## config.mk

```make
export PLATFORM = sky130hd
export DESIGN_NAME = coded_chunk_decoder
export DESIGN_NICKNAME = d
export VERILOG_FILES = /design/src/rtl/ccd_pkg.sv /design/src/rtl/ccd_mask_decode.sv /design/src/rtl/ccd_xor_stage.sv /design/src/rtl/ccd_progress.sv /design/src/rtl/coded_chunk_decoder.sv
export SDC_FILE = /design/constraint.sdc
export NUM_CORES = 1
export LEC_CHECK = 0
export BUFFER_PORTS_ARGS = -buffer_cell sky130_fd_sc_hd__buf_2
export CAP_MARGIN = 20
export CELL_PAD_IN_SITES_DETAIL_PLACEMENT = 1
export CELL_PAD_IN_SITES_GLOBAL_PLACEMENT = 1
export CORE_AREA = 2 2 161 163
export DETAILED_ROUTE_END_ITERATION = 10
export DIE_AREA = 0 0 163 165
export PLACE_DENSITY_LB_ADDON = 0.1
export SYNTH_ARGS = -nofsm -noshare
export SYNTH_HDL_FRONTEND = slang
export SYNTH_SLANG_ARGS = --single-unit
```

## constraint.sdc

```tcl
create_clock -name clk -period 2.05 [get_ports clk]
set_input_delay 0.1025 -clock clk [delete_from_list [all_inputs] [get_ports clk]]
set_output_delay 0.1025 -clock clk [all_outputs]
set_load 0.01 [all_outputs]
```

## src/rtl/ccd_pkg.sv

```systemverilog
package ccd_pkg;

   // Buffer slot of a partner core: partners are packed in ascending order,
   // skipping the owning core.
   function automatic int unsigned partner_slot(input int unsigned partner,
                                                input int unsigned owner);
      return (partner < owner) ? partner : partner - 1;
   endfunction

endpackage

```

## src/rtl/ccd_mask_decode.sv

```systemverilog
module ccd_mask_decode #(
   parameter int NUM_CORES = 4,
   parameter int CORE_ID   = 0,
   localparam int PW       = $clog2(NUM_CORES),
   localparam int SW       = $clog2(NUM_CORES - 1)
) (
   input  logic [NUM_CORES-1:0] mask_i,
   output logic                 hit_o,
   output logic [PW-1:0]        partner_o,
   output logic [SW-1:0]        slot_o
);
   import ccd_pkg::*;

   logic pair_ok;

   assign pair_ok = ($countones(mask_i) == 2);
   assign hit_o   = mask_i[CORE_ID] && pair_ok;

   always_comb begin
      partner_o = '0;
      slot_o    = '0;
      for (int i = 0; i < NUM_CORES; i++) begin
         if (mask_i[i] && (i != CORE_ID)) begin
            partner_o = PW'(i);
            slot_o    = SW'(partner_slot(i, CORE_ID));
         end
      end
   end

endmodule

```

## src/rtl/ccd_xor_stage.sv

```systemverilog
module ccd_xor_stage #(
   parameter int DATA_W  = 128,
   parameter int BADDR_W = 4,
   parameter int SW      = 2
) (
   input  logic               clk,
   input  logic               rst_n,
   input  logic               take_i,
   input  logic [DATA_W-1:0]  data_i,
   input  logic [BADDR_W-1:0] addr_i,
   input  logic               last_i,
   input  logic [SW-1:0]      slot_i,
   input  logic [DATA_W-1:0]  cache_data_i,
   output logic               wr_en_o,
   output logic [BADDR_W-1:0] wr_addr_o,
   output logic [DATA_W-1:0]  wr_data_o,
   output logic               wr_last_o,
   output logic [SW-1:0]      wr_slot_o
);

   logic [DATA_W-1:0] data_q;

   always_ff @(posedge clk or negedge rst_n) begin
      if (!rst_n) begin
         wr_en_o   <= 1'b0;
         wr_addr_o <= '0;
         data_q    <= '0;
         wr_last_o <= 1'b0;
         wr_slot_o <= '0;
      end else begin
         wr_en_o <= take_i;
         if (take_i) begin
            wr_addr_o <= addr_i;
            data_q    <= data_i;
            wr_last_o <= last_i;
            wr_slot_o <= slot_i;
         end
      end
   end

   // Cache word returns in this cycle and cancels the partner's term.
   assign wr_data_o = data_q ^ cache_data_i;

endmodule

```

## src/rtl/ccd_progress.sv

```systemverilog
module ccd_progress #(
   parameter int SLOTS = 3,
   localparam int SW   = $clog2(SLOTS)
) (
   input  logic          clk,
   input  logic          rst_n,
   input  logic          clear_i,
   input  logic          mark_i,
   input  logic [SW-1:0] mark_slot_i,
   output logic          done_o
);

   logic [SLOTS-1:0] recovered_q;

   for (genvar g = 0; g < SLOTS; g++) begin : g_slot
      always_ff @(posedge clk or negedge rst_n) begin
         if (!rst_n)                                  recovered_q[g] <= 1'b0;
         else if (clear_i)                            recovered_q[g] <= 1'b0;
         else if (mark_i && (mark_slot_i == SW'(g)))  recovered_q[g] <= 1'b1;
      end
   end

   assign done_o = &recovered_q;


   done_hold_chk: assert property (@(posedge clk) disable iff (!rst_n)
      done_o && !clear_i |=> done_o);


   done_drop_chk: assert property (@(posedge clk) disable iff (!rst_n)
      $fell(done_o) |-> $past(clear_i));

endmodule

```

## src/rtl/coded_chunk_decoder.sv

```systemverilog
module coded_chunk_decoder #(
   parameter int NUM_CORES = 4,
   parameter int NUM_APPS  = 4,
   parameter int SUBSET_T  = 1,
   parameter int BEATS     = 4,
   parameter int DATA_W    = 128,
   parameter int CORE_ID   = 0,
   localparam int APP_W    = $clog2(NUM_APPS),
   localparam int BEAT_W   = $clog2(BEATS),
   localparam int SLOTS    = NUM_CORES - 1,
   localparam int SW       = $clog2(SLOTS),
   localparam int PW       = $clog2(NUM_CORES),
   localparam int CADDR_W  = $clog2(NUM_APPS * BEATS),
   localparam int BADDR_W  = $clog2(SLOTS * BEATS)
) (
   input  logic                       clk,
   input  logic                       rst_n,
   input  logic                       start_i,
   input  logic [NUM_CORES*APP_W-1:0] req_i,
   input  logic                       bus_valid_i,
   input  logic [NUM_CORES-1:0]       bus_mask_i,
   input  logic [BEAT_W-1:0]          bus_beat_i,
   input  logic [DATA_W-1:0]          bus_data_i,
   output logic                       cache_rd_en_o,
   output logic [CADDR_W-1:0]         cache_rd_addr_o,
   input  logic [DATA_W-1:0]          cache_rd_data_i,
   output logic                       buf_wr_en_o,
   output logic [BADDR_W-1:0]         buf_wr_addr_o,
   output logic [DATA_W-1:0]          buf_wr_data_o,
   output logic                       done_o
);

   if (SUBSET_T != 1) begin : g_bad_t
      $error("coded_chunk_decoder: only pairwise chunks (SUBSET_T == 1) are decoded");
   end
   if (NUM_CORES < 3 || CORE_ID < 0 || CORE_ID >= NUM_CORES) begin : g_bad_core
      $error("coded_chunk_decoder: need NUM_CORES >= 3 and CORE_ID inside it");
   end
   if (NUM_APPS < 2 || BEATS < 2 || DATA_W < 1) begin : g_bad_size
      $error("coded_chunk_decoder: NUM_APPS and BEATS must be at least 2");
   end

   logic [APP_W-1:0] req_q [NUM_CORES];

   always_ff @(posedge clk or negedge rst_n) begin
      if (!rst_n) begin
         for (int i = 0; i < NUM_CORES; i++) req_q[i] <= '0;
      end else if (start_i) begin
         for (int i = 0; i < NUM_CORES; i++) req_q[i] <= req_i[i*APP_W +: APP_W];
      end
   end

   logic          hit;
   logic [PW-1:0] partner;
   logic [SW-1:0] slot;
   logic          take;
   logic          last_beat;
   logic [BADDR_W-1:0] buf_addr;
   logic          wr_last;
   logic [SW-1:0] wr_slot;

   ccd_mask_decode #(.NUM_CORES(NUM_CORES), .CORE_ID(CORE_ID)) u_mask (
      .mask_i    (bus_mask_i),
      .hit_o     (hit),
      .partner_o (partner),
      .slot_o    (slot)
   );

   assign take      = bus_valid_i && hit;
   assign last_beat = (bus_beat_i == BEAT_W'(BEATS - 1));
   assign buf_addr  = BADDR_W'(slot) * BADDR_W'(BEATS) + BADDR_W'(bus_beat_i);

   // Read issued with the beat; data returns as the beat leaves the stage.
   assign cache_rd_en_o   = take;
   assign cache_rd_addr_o = CADDR_W'(req_q[partner]) * CADDR_W'(BEATS)
                          + CADDR_W'(bus_beat_i);

   ccd_xor_stage #(.DATA_W(DATA_W), .BADDR_W(BADDR_W), .SW(SW)) u_xor (
      .clk          (clk),
      .rst_n        (rst_n),
      .take_i       (take),
      .data_i       (bus_data_i),
      .addr_i       (buf_addr),
      .last_i       (last_beat),
      .slot_i       (slot),
      .cache_data_i (cache_rd_data_i),
      .wr_en_o      (buf_wr_en_o),
      .wr_addr_o    (buf_wr_addr_o),
      .wr_data_o    (buf_wr_data_o),
      .wr_last_o    (wr_last),
      .wr_slot_o    (wr_slot)
   );

   ccd_progress #(.SLOTS(SLOTS)) u_prog (
      .clk         (clk),
      .rst_n       (rst_n),
      .clear_i     (start_i),
      .mark_i      (buf_wr_en_o && wr_last),
      .mark_slot_i (wr_slot),
      .done_o      (done_o)
   );


   drop_foreign_chk: assert property (@(posedge clk) disable iff (!rst_n)
      cache_rd_en_o |-> bus_valid_i && bus_mask_i[CORE_ID]);


   write_after_read_chk: assert property (@(posedge clk) disable iff (!rst_n)
      buf_wr_en_o |-> $past(cache_rd_en_o));


   back_to_back_chk: assert property (@(posedge clk) disable iff (!rst_n)
      cache_rd_en_o |=> buf_wr_en_o);


   buf_range_chk: assert property (@(posedge clk) disable iff (!rst_n)
      buf_wr_en_o |-> (int'(buf_wr_addr_o) < SLOTS * BEATS));

endmodule

```

# Word level (Yosys, flattened, before mapping)
# Index checks and enable logic that the tools add are counted.
[classes]
n_reduce_logical = 11
eq_ne = 4
n_bitwise = 2
n_lt_le_gt_ge = 1
n_addsub = 5
mux = 14
[op_table]
columns = ["cell", "n"]
rows = [
  ["128-bit bitwise XOR", 1],
  ["32-bit adder", 1],
  ["32-bit by 3-bit equality test with 1-bit output (second input constant)", 1],
  ["2-bit two-way mux", 5],
  ["4-bit by 2-bit adder with 4-bit output", 2],
  ["1-bit two-way mux", 8],
  ["1-bit logical AND", 6],
  ["2-bit nonzero test", 3],
  ["1-bit by 1-bit adder with 2-bit output", 2],
  ["2-bit binary-select mux with 2-bit select", 1],
  ["2-bit equality test (second input constant)", 2],
  ["3-bit >= comparator (second input constant)", 1],
  ["2-bit inverter with 3-bit output", 1],
  ["3-bit AND reduction", 1],
  ["2-bit by 1-bit equality test with 1-bit output (second input constant)", 1],
  ["2-bit zero test", 1],
]
[word_totals]
ff_bits = 147
word_cells = 49
input_bits = 274
out_inout_bits = 139

# Logic depth before layout (Yosys ltp)
# Gate-level depths: netlist (run 1).
[depth]
ltp_word = 8
ltp_mapped = 9
ltp_nobuf = 7

# Modules after synthesis
# Synthesis (run 1) repeated with hierarchy kept, for this count alone.
[hier_totals]
cells_unflattened = 464
hier_area_um2 = 6966.7
[by_module_without_submodules]
columns = ["module", "n_inst", "area_each_um2", "seq_area_each_um2", "cells_per_inst"]
rows = [
  ["ccd_xor_stage", 1, 6351.1, 3403.3, 414],
  ["coded_chunk_decoder", 1, 381.6, 200.2, 24],
  ["ccd_progress", 1, 130.1, 75.1, 13],
  ["ccd_mask_decode", 1, 103.8, 0.0, 13],
]

# Worst setup path before layout (run 1)
# No wires, ideal clock.
[synth_path]
path_kind = "in2reg"
startpoint = "input bus_mask_i[2]"
endpoint = "register u_xor.data_q[28]"
setup_slack_ns = 0.034
arrival_ns = 1.891
setup_ns = 0.125
path_buffers = 2
required_ns = 1.925
stages = 9
cell_sequence = "inv_1 -> ha_1 -> ha_1 -> fa_1 -> nor2_1 -> nand4_2 -> buf_4 -> buf_6 -> mux2_4"
[synth_between]
elab_chain_len = 5
[synth_lines]
columns = ["element", "line_no", "source"]
rows = [
  ["from (decl)", "coded_chunk_decoder.sv:21", "input logic [NUM_CORES-1:0] bus_mask_i,"],
  ["1-bit by 1-bit adder with 2-bit output (not written as such)", "ccd_mask_decode.sv:16", "assign pair_ok = ($countones(mask_i) == 2);"],
  ["32-bit adder (not written as such)", "ccd_mask_decode.sv:16", ""],
  ["32-bit by 3-bit equality test with 1-bit output", "ccd_mask_decode.sv:16", ""],
  ["1-bit logical AND", "ccd_mask_decode.sv:17", "assign hit_o = mask_i[CORE_ID] && pair_ok;"],
  ["1-bit logical AND", "coded_chunk_decoder.sv:69", "assign take = bus_valid_i && hit;"],
  ["to (signal assigned)", "ccd_xor_stage.sv:34", "data_q <= data_i;"],
  ["to (decl)", "ccd_xor_stage.sv:21", "logic [DATA_W-1:0] data_q;"],
]
# Every way passes these cells.
# A chain may end at the register's enable or synchronous reset.

# Worst setup path after layout (run 1)
[layout_path]
startpoint = "input bus_mask_i[2]"
endpoint = "output cache_rd_en_o"
[layout_between]
elab_chain_len = 5
[layout_lines]
columns = ["element", "line_no", "source"]
rows = [
  ["1-bit by 1-bit adder with 2-bit output (not written as such)", "ccd_mask_decode.sv:16", ""],
  ["32-bit adder (not written as such)", "ccd_mask_decode.sv:16", ""],
  ["32-bit by 3-bit equality test with 1-bit output", "ccd_mask_decode.sv:16", ""],
  ["1-bit logical AND", "ccd_mask_decode.sv:17", ""],
  ["1-bit logical AND", "coded_chunk_decoder.sv:69", ""],
  ["to (decl)", "coded_chunk_decoder.sv:24", "output logic cache_rd_en_o,"],
]
# Every way passes these cells.

==> results_dict.tcl, run 1 <==
set metrics [dict create \
    outcome "finished, final reports clean" \
    path_buf_inv 6 \
    synthAdderAreaFrac_pct 1.20 \
    wl_microns 22600 \
    via_count 5684 \
    die_h_microns 165 \
    area_growth_pct 67.2 \
    synthMuxAreaShare_pct 26.8 \
    crit_fanout 4 \
    synth_top_area_share_pct 52.6 \
    dpl_cell_area_sq_um 9480 \
    remaining_drc_errors 0 \
    syn-instance-count 456 \
    cts_sinks 145 \
    grt_pass1_wl_microns 34300 \
    nets 1312 \
    power.leakage_uw 0.00601 \
    clkSlewWorstSetupHoldPaths_ps 60 \
    setup_tns_ps 0 \
    fmaxAchievable_ghz 0.505 \
    cts_root_buffer "clkbuf_16" \
    dpl.hpwl_microns 17000 \
    first_global_vias 6645 \
    hold_class "in2reg" \
    rows 58 \
    cp-start-kind "input pin" \
    synth_xor_area_share_pct 16.3 \
    drive_gt1_share_pct 58.0 \
    power_density_nw_per_um2 1230 \
    synth_warnings 0 \
    synth_compound_area_share_pct 0.345 \
    grt_max_degree 61 \
    grt_overflow 0 \
    drtIter0Drc 100 \
    io_buffer_count 412 \
    routedWlPerCell_microns 16.4 \
    fin_crit_sh_pct 96.6 \
    antenna_found_initial 1 \
    synth_area_sq_um 6890 \
    synth_top_family_by_area "multiplexers" \
    placeableCoreArea_sq_um 25000 \
    cts_tree "built" \
    min_period_ps 1980 \
    avgViaCountPerCell 4.14 \
    fillers 2716 \
    ir_worst_vdd_mv 0.478 \
    avgSynthCellArea_sq_um 15.1 \
    arrival_ps 1880 \
    synth_cell_type_count 20 \
    htreeDepth 4 \
    synth-seq-cells 145 \
    ys_seq_area_share_pct 52.6 \
    maxSlewHeadroom_pct 63.6 \
    start_util_pct 27.5 \
    slowest_stage "fa_1" \
    syn-num-nets 736 \
    crit_path_cell_trace "buf_2, inv_1, ha_1, ha_1, fa_1, nand4_4, buf_12, buf_4, inv_1, buf_4" \
    grtUsageTotal_pct 16.7 \
    drtAntennaViolNets 0 \
    clock_skew_ps 6.94 \
    synth_top_cell_by_area "dfrtp_1" \
    cts_buffer_depth 2 \
    final_area_sq_um 11500 \
    critPathKind "in2out" \
    cts-buffers-inserted 17 \
    finalHoldViolCount 0 \
    synth-simple-area-share_pct 0.672 \
    die_w_microns 163 \
    cp.required_ps 1950 \
    worst_slew_pin_slew_ps 546 \
    drv_slew 0 \
    synth_area_leaders "dfrtp_1 53%, xor2_1 16%, mux2_2 13%, mux2_4 12%, buf_6 0.98%" \
    routabilityCongestion 0.784 \
    cp-end-kind "output port" \
    slowest_delay_ps 530 \
    grt_setup_unrepaired "yes" \
    drtPass1Iterations 5 \
    io_pins 413 \
    drv_cap 0 \
    setup_viol 0 \
    clkLatencyLatePin_ps 420 \
    critPathTopFamily "adder cells" \
    fp.dieArea_sq_um 26900 \
]
## routing by layer
layer	track usage, %	vias up	wire length [microns]
met2	31.2	267	12100
li1	-	2685	-
met1	18.0	2702	8290
met3	4.50	30	1700
met4	6.11	0	472
met5	0	-	0
## kinds of logic after synthesis
kind of cell | after synthesis
flip-flops | 145
buffers and inverters | 22
multiplexers | 143
XOR/XNOR | 128
adder cells (fa/ha/maj) | 6
AND/OR/NAND/NOR | 8
AO/OA/AOI/OAI | 4
## cells in the final DEF (no fill, tap or decap), types with 3 or more instances in the layout
cell,netlist,layout
buf_2,7,410
inv_1,5,5
mux2_4,57,57
nor2_1,4,3
dfrtp_1,145,145
buf_12,0,6
mux2_2,82,82
a21oi_1,3,3
xor2_1,128,128
bufinv_16,0,4
buf_4,3,16
clkbuf_16,0,17
dlygate4sd3_1,0,140
ha_1,5,5
## worst reg2reg max path: cells and delay by family (launching register included)
| kind | cells | cell delay [ps] |
|---|---|---|
| simple gates | 2 | 250 |
| compound gates | 1 | 140 |
| flops | 1 | 400 |
## sequential cells by signal (all words and copies together) (netlist names)
register,count
u_xor.wr_slot_o,2
u_xor.wr_addr_o,2
req_q,8
u_xor.data_q,128
u_prog.recovered_q,3
u_xor.wr_en_o,1
u_xor.wr_last_o,1
## power by group
part | internal, uW | switching (uW) | total [uW]
combinational | 3190 | 2390 | 5580
clock | 2090 | 1170 | 3260
sequential | 4210 | 1110 | 5330
## through the flow
| stage | hold slack (ps) | instances | power (uW) | setup slack [ps] | utilization [%] |
|---|---|---|---|---|---|
| final | 32.6 | 1374 | 14200 | 69.3 | 46.0 |
| after floorplan | -193 | 456 | 8220 | 33.5 | - |
| after detailed placement | 111 | 1201 | 10800 | -228 | 37.9 |
| after global placement | 105 | 1201 | 10600 | -175 | 37.9 |
| after global routing | 45.4 | 1374 | 15100 | -3.01 | 46.0 |
| after CTS | 15.9 | 1372 | 14400 | 1.33 | 46.0 |
## synthesized netlist by cell type
cell and n:
dfrtp_1 145, xor2_1 128, mux2_2 82, mux2_4 57, buf_2 7, buf_6 6, ha_1 5, inv_1 5
nor2_1 4, a21oi_1 3, buf_4 3, mux2i_1 2, mux4_2 2, a41oi_1 1, and3_1 1, and3b_1 1
clkbuf_1 1, fa_1 1, nand2_1 1, nand4_2 1
## what timing repair did
action	in CTS	in global routing
hold buffers	140	0
hold endpoints to repair	192	0
setup buffers	1	1
pin swaps	2	2
cloned	0	0
setup endpoints to repair	1	15
gates resized for setup	2	1
## worst paths after layout
path                                                   startpoint                                end  slack (ps)  depth (start not counted)
worst min register to register  u_prog.recovered_q[0]$_DFFE_PN0P_  u_prog.recovered_q[0]$_DFFE_PN0P_         490                          2
max in group asynchronous                                   rst_n       u_xor.data_q[54]$_DFFE_PN0P_        1070                          3
worst max-delay path                                bus_mask_i[2]                      cache_rd_en_o          70                         10
min in group asynchronous                                   rst_n       u_xor.data_q[93]$_DFFE_PN0P_         220                          2
worst max register to register        u_xor.wr_last_o$_DFFE_PN0P_  u_prog.recovered_q[2]$_DFFE_PN0P_        1130                          3
worst min-delay path                                      start_i  u_prog.recovered_q[0]$_DFFE_PN0P_          30                          2
## cell type report
cell class                      instances  area, sq um  area share [%]
Inverter                                5         18.8           0.163
Clock inverter                          9          158            1.37
Antenna cell                            1         2.50          0.0217
Sequential cell                       145         3630            31.5
Multi-Input combinational cell        289         3130            27.1
Timing Repair Buffer                  574         3720            32.2
Tap cell                              330          413            3.58
Clock buffer                           21          460            3.99
(Power assumes the default switching activity.)
==> run 2: changes to the inputs <==
Settings changed: GPL_TIMING_DRIVEN from default to 0, HOLD_SLACK_MARGIN from default to 0.15.
==> run 2 against run 1 <==
Worst setup slack improved by 9.6 ps. Count of clock-buffer cells in the layout decreased by 3. Cell count increased by 0.22%. Largest power group unchanged. Critical path depth decreased by 1. Via count increased by 0.90%. Power decreased by 0.87%. Fmax increased by 0.49%. Global-route usage decreased by 0.27 points. Core utilization decreased by 0.065 points. Highest routed layer unchanged. Critical path type unchanged. Sequential power decreased by 0.8%. Die area unchanged. Wire length decreased by 0.32%.
==> results_dict.tcl, run 2 (synthesized netlist as in run 1, its figures left out) <==
set metrics [dict create \
    outcome "finished, final reports clean" \
    seq_area_sq_um 3630 \
    final_common_cell "buf_2" \
    clkSlewWorstSetupHoldPaths_ps 60 \
    clock_skew_ps 4.41 \
    grt_util_met3_pct 4.75 \
    fmaxAchievable_ghz 0.507 \
    die_h_microns 165 \
    drv_slew 0 \
    setup_viol 0 \
    nets 1315 \
    drv_cap 0 \
    routabilityCongestion 0.778 \
    grtUsageTotal_pct 16.4 \
    grt_setup_unrepaired "no" \
    maxSlewHeadroom_pct 52.6 \
    setup_slack_ps 78.9 \
    post-place-ws_ps -550 \
    critPathKind "in2out" \
    dpl_cell_area_sq_um 9400 \
    avgViaCountPerCell 4.16 \
    fin_crit_sh_pct 96.1 \
    area_growth_pct 67.0 \
    via_count 5735 \
    placeableCoreArea_sq_um 25000 \
    fillers 2728 \
    min_period_ps 1970 \
    io_pins 413 \
    power_density_nw_per_um2 1220 \
    cts_sinks 145 \
    crit_fanout 10 \
    first_global_vias 6593 \
    largest-register "u_xor.data_q" \
    grt_use_met1_pct 17.6 \
    finalHoldViolCount 0 \
    dpl.hpwl_microns 17000 \
    top_regs "u_xor.data_q (128), req_q (8), u_prog.recovered_q (3)" \
    largest_reg_flops 128 \
    grt_max_degree 74 \
    cts_tree "built" \
    clkLatencyLatePin_ps 410 \
    remaining_drc_errors 0 \
    drive_gt1_share_pct 58.4 \
    cts_root_buffer "clkbuf_16" \
    rows 58 \
    power.leakage_uw 0.00597 \
    cts_buffer_depth 2 \
    antenna_found_initial 1 \
    die_w_microns 163 \
    fp.dieArea_sq_um 26900 \
    io_buffer_count 412 \
    hold_class "in2reg" \
    cp.required_ps 1950 \
    mostFrequentLayoutCells "417 x buf_2, 145 x dfrtp_1, 143 x dlygate4sd3_1, 128 x xor2_1, 82 x mux2_2" \
    htreeDepth 4 \
    drtPass1Iterations 4 \
    drtAntennaViolNets 0 \
    grt_overflow 0 \
    wl_microns 22500 \
    grt_pass1_wl_microns 33900 \
    grt-busiest-layer "met2" \
    final_area_sq_um 11500 \
    setup_tns_ps 0 \
    arrival_ps 1870 \
    ir_worst_vdd_mv 0.514 \
    multi_input_area_sq_um 3150 \
    drtIter0Drc 128 \
    grtUsageMet2_pct 31.1 \
    cts-buffers-inserted 17 \
    worst_slew_pin_slew_ps 710 \
    cp-start-kind "input pin" \
    routedWlPerCell_microns 16.4 \
    fin_hold_ws_ps 252 \
    cp-end-kind "output port" \
    start_util_pct 27.5 \
]
-- run 2: area by class of cell --
class                      count  area share, %
clock buffer                  18           3.73
sequential                   145           31.5
timing repair buffer         560           31.0
clock inverter                12           1.37
buffer                        17           1.30
multi-input combinational    289           27.3
tap                          330           3.59
inverter                       5          0.163
antenna                        1         0.0217
-- run 2: routing by layer --
metal  routed length (microns)  up-vias
li1                          -     2690
met1                      8400     2753
met2                     12000      266
met3                      1690       26
met4                       393        0
met5                         0        -
-- run 2: path summary, 6_finish.rpt --
path	from	end	slack, ps	cells past startpoint
max	bus_mask_i[0]	cache_rd_en_o	80	9
min	start_i	u_prog.recovered_q[0]$_DFFE_PN0P_	250	3
max reg2reg	req_q[1]$_DFFE_PN0P_	req_q[1]$_DFFE_PN0P_	730	2
min reg2reg	u_xor.wr_addr_o[1]$_DFFE_PN0P_	u_xor.wr_addr_o[1]$_DFFE_PN0P_	500	1
max in group asynchronous	rst_n	u_xor.wr_addr_o[0]$_DFFE_PN0P_	950	3
min in group asynchronous	rst_n	u_xor.data_q[97]$_DFFE_PN0P_	270	2
-- run 2: through the flow --
stage	power, uW	util, %	cells
6_report	14000	46.0	1377
5_1_grt	15000	46.0	1377
4_1_cts	14200	45.9	1374
3_5_place_dp	10700	37.6	1199
3_3_place_gp	10600	37.4	1198
2_1_floorplan	8220	-	456
-- run 2: worst max-delay path, stage by stage --
cell	delay, ps
buf_2	130
ha_1	290
ha_2	180
fa_2	550
nand4_4	140
buf_12	170
buf_12	140
inv_2	60
buf_6	100
-- run 2: where the power goes --
part           switching, uW  leakage, uW  internal, uW  total (uW)
logic                   2410      0.00395          3190        5610
clock network           1240     0.000279          1910        3150
registers               1080      0.00174          4210        5290
-- run 2: timing repair --
item,in CTS,in global routing
hold endpoints to repair,213,0
gates resized for setup,12,2
hold buffers,143,0
buffers inserted,2,2
setup endpoints to repair,58,1
pin swaps,3,2
==> run 3: changes to the inputs <==
Settings changed: CELL_PAD_IN_SITES_DETAIL_PLACEMENT 1 to default, CELL_PAD_IN_SITES_GLOBAL_PLACEMENT 1 to default, CORE_AREA 2 2 161 163 to 2 2 162 164, DIE_AREA 0 0 163 165 to 0 0 164 166, PLACE_DENSITY_LB_ADDON 0.1 to default.
==> run 3 against run 2 <==
Non-clock buffer count is 2 lower. Fmax is 0.85% higher. Hold slack worse by 38 ps. Largest cell class unchanged. Highest routed layer unchanged. Cell area is 0.36% higher. Register-to-register slack better by 20 ps. Global-route usage is 2.5 points lower. Combinational power is 3% lower. Cell count is 0.15% higher. Clock skew is 1.4 ps higher. Flip-flop and latch count stayed put. Count of clock-buffer cells in the layout stayed put. Worst setup slack better by 17 ps.
==> results_dict.tcl, run 3 (synthesized netlist as in run 1, its figures left out) <==
set metrics [dict create \
    grt_setup_unrepaired "no" \
    reg2reg_depth 2 \
    drtPass1Iterations 4 \
    routabilityCongestion 0.767 \
    area_growth_pct 67.6 \
    cp-start-kind "input pin" \
    clkSlewWorstSetupHoldPaths_ps 60 \
    critPathKind "in2out" \
    routedWlPerCell_microns 13.8 \
    nets 1313 \
    min_from "bus_mask_i[3]" \
    mostFrequentLayoutCells "408 x buf_2, 145 x dfrtp_1, 143 x dlygate4sd3_1, 128 x xor2_1, 82 x mux2_2" \
    final_common_cell "buf_2" \
    place_inst 1204 \
    final_cells 1379 \
    antenna_cells 0 \
    placeableCoreArea_sq_um 25600 \
    grtUsageTotal_pct 13.9 \
    drtAntennaViolNets 0 \
    drive_gt1_share_pct 58.3 \
    fmaxAchievable_ghz 0.512 \
    drtIter0Drc 98 \
    drv_cap 0 \
    io_buffer_count 412 \
    cts-buffers-inserted 17 \
    cp-end-kind "output port" \
    crit_path_start "bus_mask_i[3]" \
    hold_end "u_xor.wr_slot_o[0]$_DFFE_PN0P_" \
    grt_pass1_wl_microns 29900 \
    top_regs "u_xor.data_q (128), req_q (8), u_prog.recovered_q (3)" \
    via_count 5595 \
    cp.required_ps 1950 \
    min_period_ps 1950 \
    power_frac_comb_pct 39.4 \
    ir_worst_vdd_mv 0.580 \
    setup_viol 0 \
    grt_overflow 0 \
    p_seq_share_pct 37.9 \
    hold_depth 4 \
    r2r-start "req_q[1]$_DFFE_PN0P_" \
    power.leakage_uw 0.00598 \
    remaining_drc_errors 0 \
    cts_buffer_depth 2 \
    dpl.hpwl_microns 13900 \
    fin_hold_ws_ps 215 \
    largest-register "u_xor.data_q" \
    r2r_setup_slack_ps 750 \
    p_sw_share_pct 32.7 \
    cts_tree "built" \
    cts_sinks 145 \
    fp.dieArea_sq_um 27200 \
    clock_skew_ps 5.82 \
    maxSlewHeadroom_pct 53.6 \
    largest_reg_flops 128 \
    clkLatencyLatePin_ps 410 \
    power.net_switching_uw 4540 \
    first_global_vias 6025 \
    crit-reg2reg-capture "req_q[1]$_DFFE_PN0P_" \
    outcome "finished, final reports clean" \
    avgViaCountPerCell 4.06 \
    crit_fanout 10 \
    internal-power_uw 9320 \
    start_util_pct 26.9 \
    rows 59 \
    wl_microns 19100 \
    dpl_cell_area_sq_um 9410 \
    finalHoldViolCount 0 \
    io_pins 413 \
    die_w_microns 164 \
    arrival_ps 1850 \
    final_area_sq_um 11600 \
    fin_crit_sh_pct 95.3 \
    p_clk_share_pct 22.7 \
    worst_slew_pin_slew_ps 696 \
    power_density_nw_per_um2 1200 \
    grt_max_degree 75 \
    die_h_microns 166 \
    drv_slew 0 \
    hold_class "in2reg" \
    antenna_found_initial 0 \
    setup_tns_ps 0 \
    cts_root_buffer "clkbuf_16" \
    htreeDepth 4 \
]
-- run 3: worst max-delay path, stage by stage --
cell and delay [ps]:
buf_4 130, inv_4 70, ha_4 200, ha_2 180, fa_1 530, nand4_4 160
buf_12 170, buf_12 140, inv_4 50, buf_6 90
-- run 3: through the flow --
stage / total power, uW / worst slack [ps] / util [%]
final: 13900 / 95.6 / 45.1
after CTS: 14000 / -61.6 / 44.9
after floorplan: 8220 / 33.5 / -
after global placement: 10400 / -1320 / 36.6
after detailed placement: 10500 / -683 / 36.7
after global routing: 14800 / 4.36 / 45.1
-- run 3: metal layers --
layer | vias to the layer above | track usage [%] | share of wire [%] | wire, microns
met3 | 15 | 3.12 | 6.9 | 1320
li1 | 2692 | - | - | -
met5 | - | 0 | 0 | 0
met1 | 2631 | 15.9 | 40 | 7700
met2 | 257 | 25.7 | 51 | 9760
met4 | 0 | 4.00 | 1.5 | 280
-- run 3: what timing repair did --
item                                    4_1_cts  5_1_grt
gates resized for setup                      22        7
pin swaps                                     2        3
endpoints found under the setup margin      134       57
hold buffers                                142        1
endpoints found under the hold margin       212        1
buffers inserted                              2        0
-- run 3: cell type report --
cell class	instances	area [sq um]
inverters	5	23.8
repair buffers	558	3550
fillers	2323	14100
well taps	335	419
multi-input cells	289	3160
clock buffers	18	429
plain buffers	17	183
clock inverters	12	158
flip-flops and latches	145	3630
-- run 3: worst max-delay path by stage --
stage / to / slack, ps / depth (start not counted)
2_1_floorplan: u_xor.data_q[28]$_DFFE_PN0P_ / 30 / 9
3_3_place_gp: u_xor.data_q[72]$_DFFE_PN0P_ / -1320 / 1
3_5_place_dp: u_xor.data_q[75]$_DFFE_PN0P_ / -680 / 10
4_1_cts: cache_rd_en_o / -60 / 10
5_1_grt: cache_rd_en_o / 4 / 10
6_report: cache_rd_en_o / 100 / 10
-- run 3: power by group through the flow --
stage          registers (uW)  clock network [uW]  logic [uW]
2_1_floorplan            4970                   0        3260
3_3_place_gp             5280                   0        5120
3_5_place_dp             5290                   0        5230
4_1_cts                  5270                3270        5480
5_1_grt                  5420                3390        5960
6_report                 5250                3150        5460
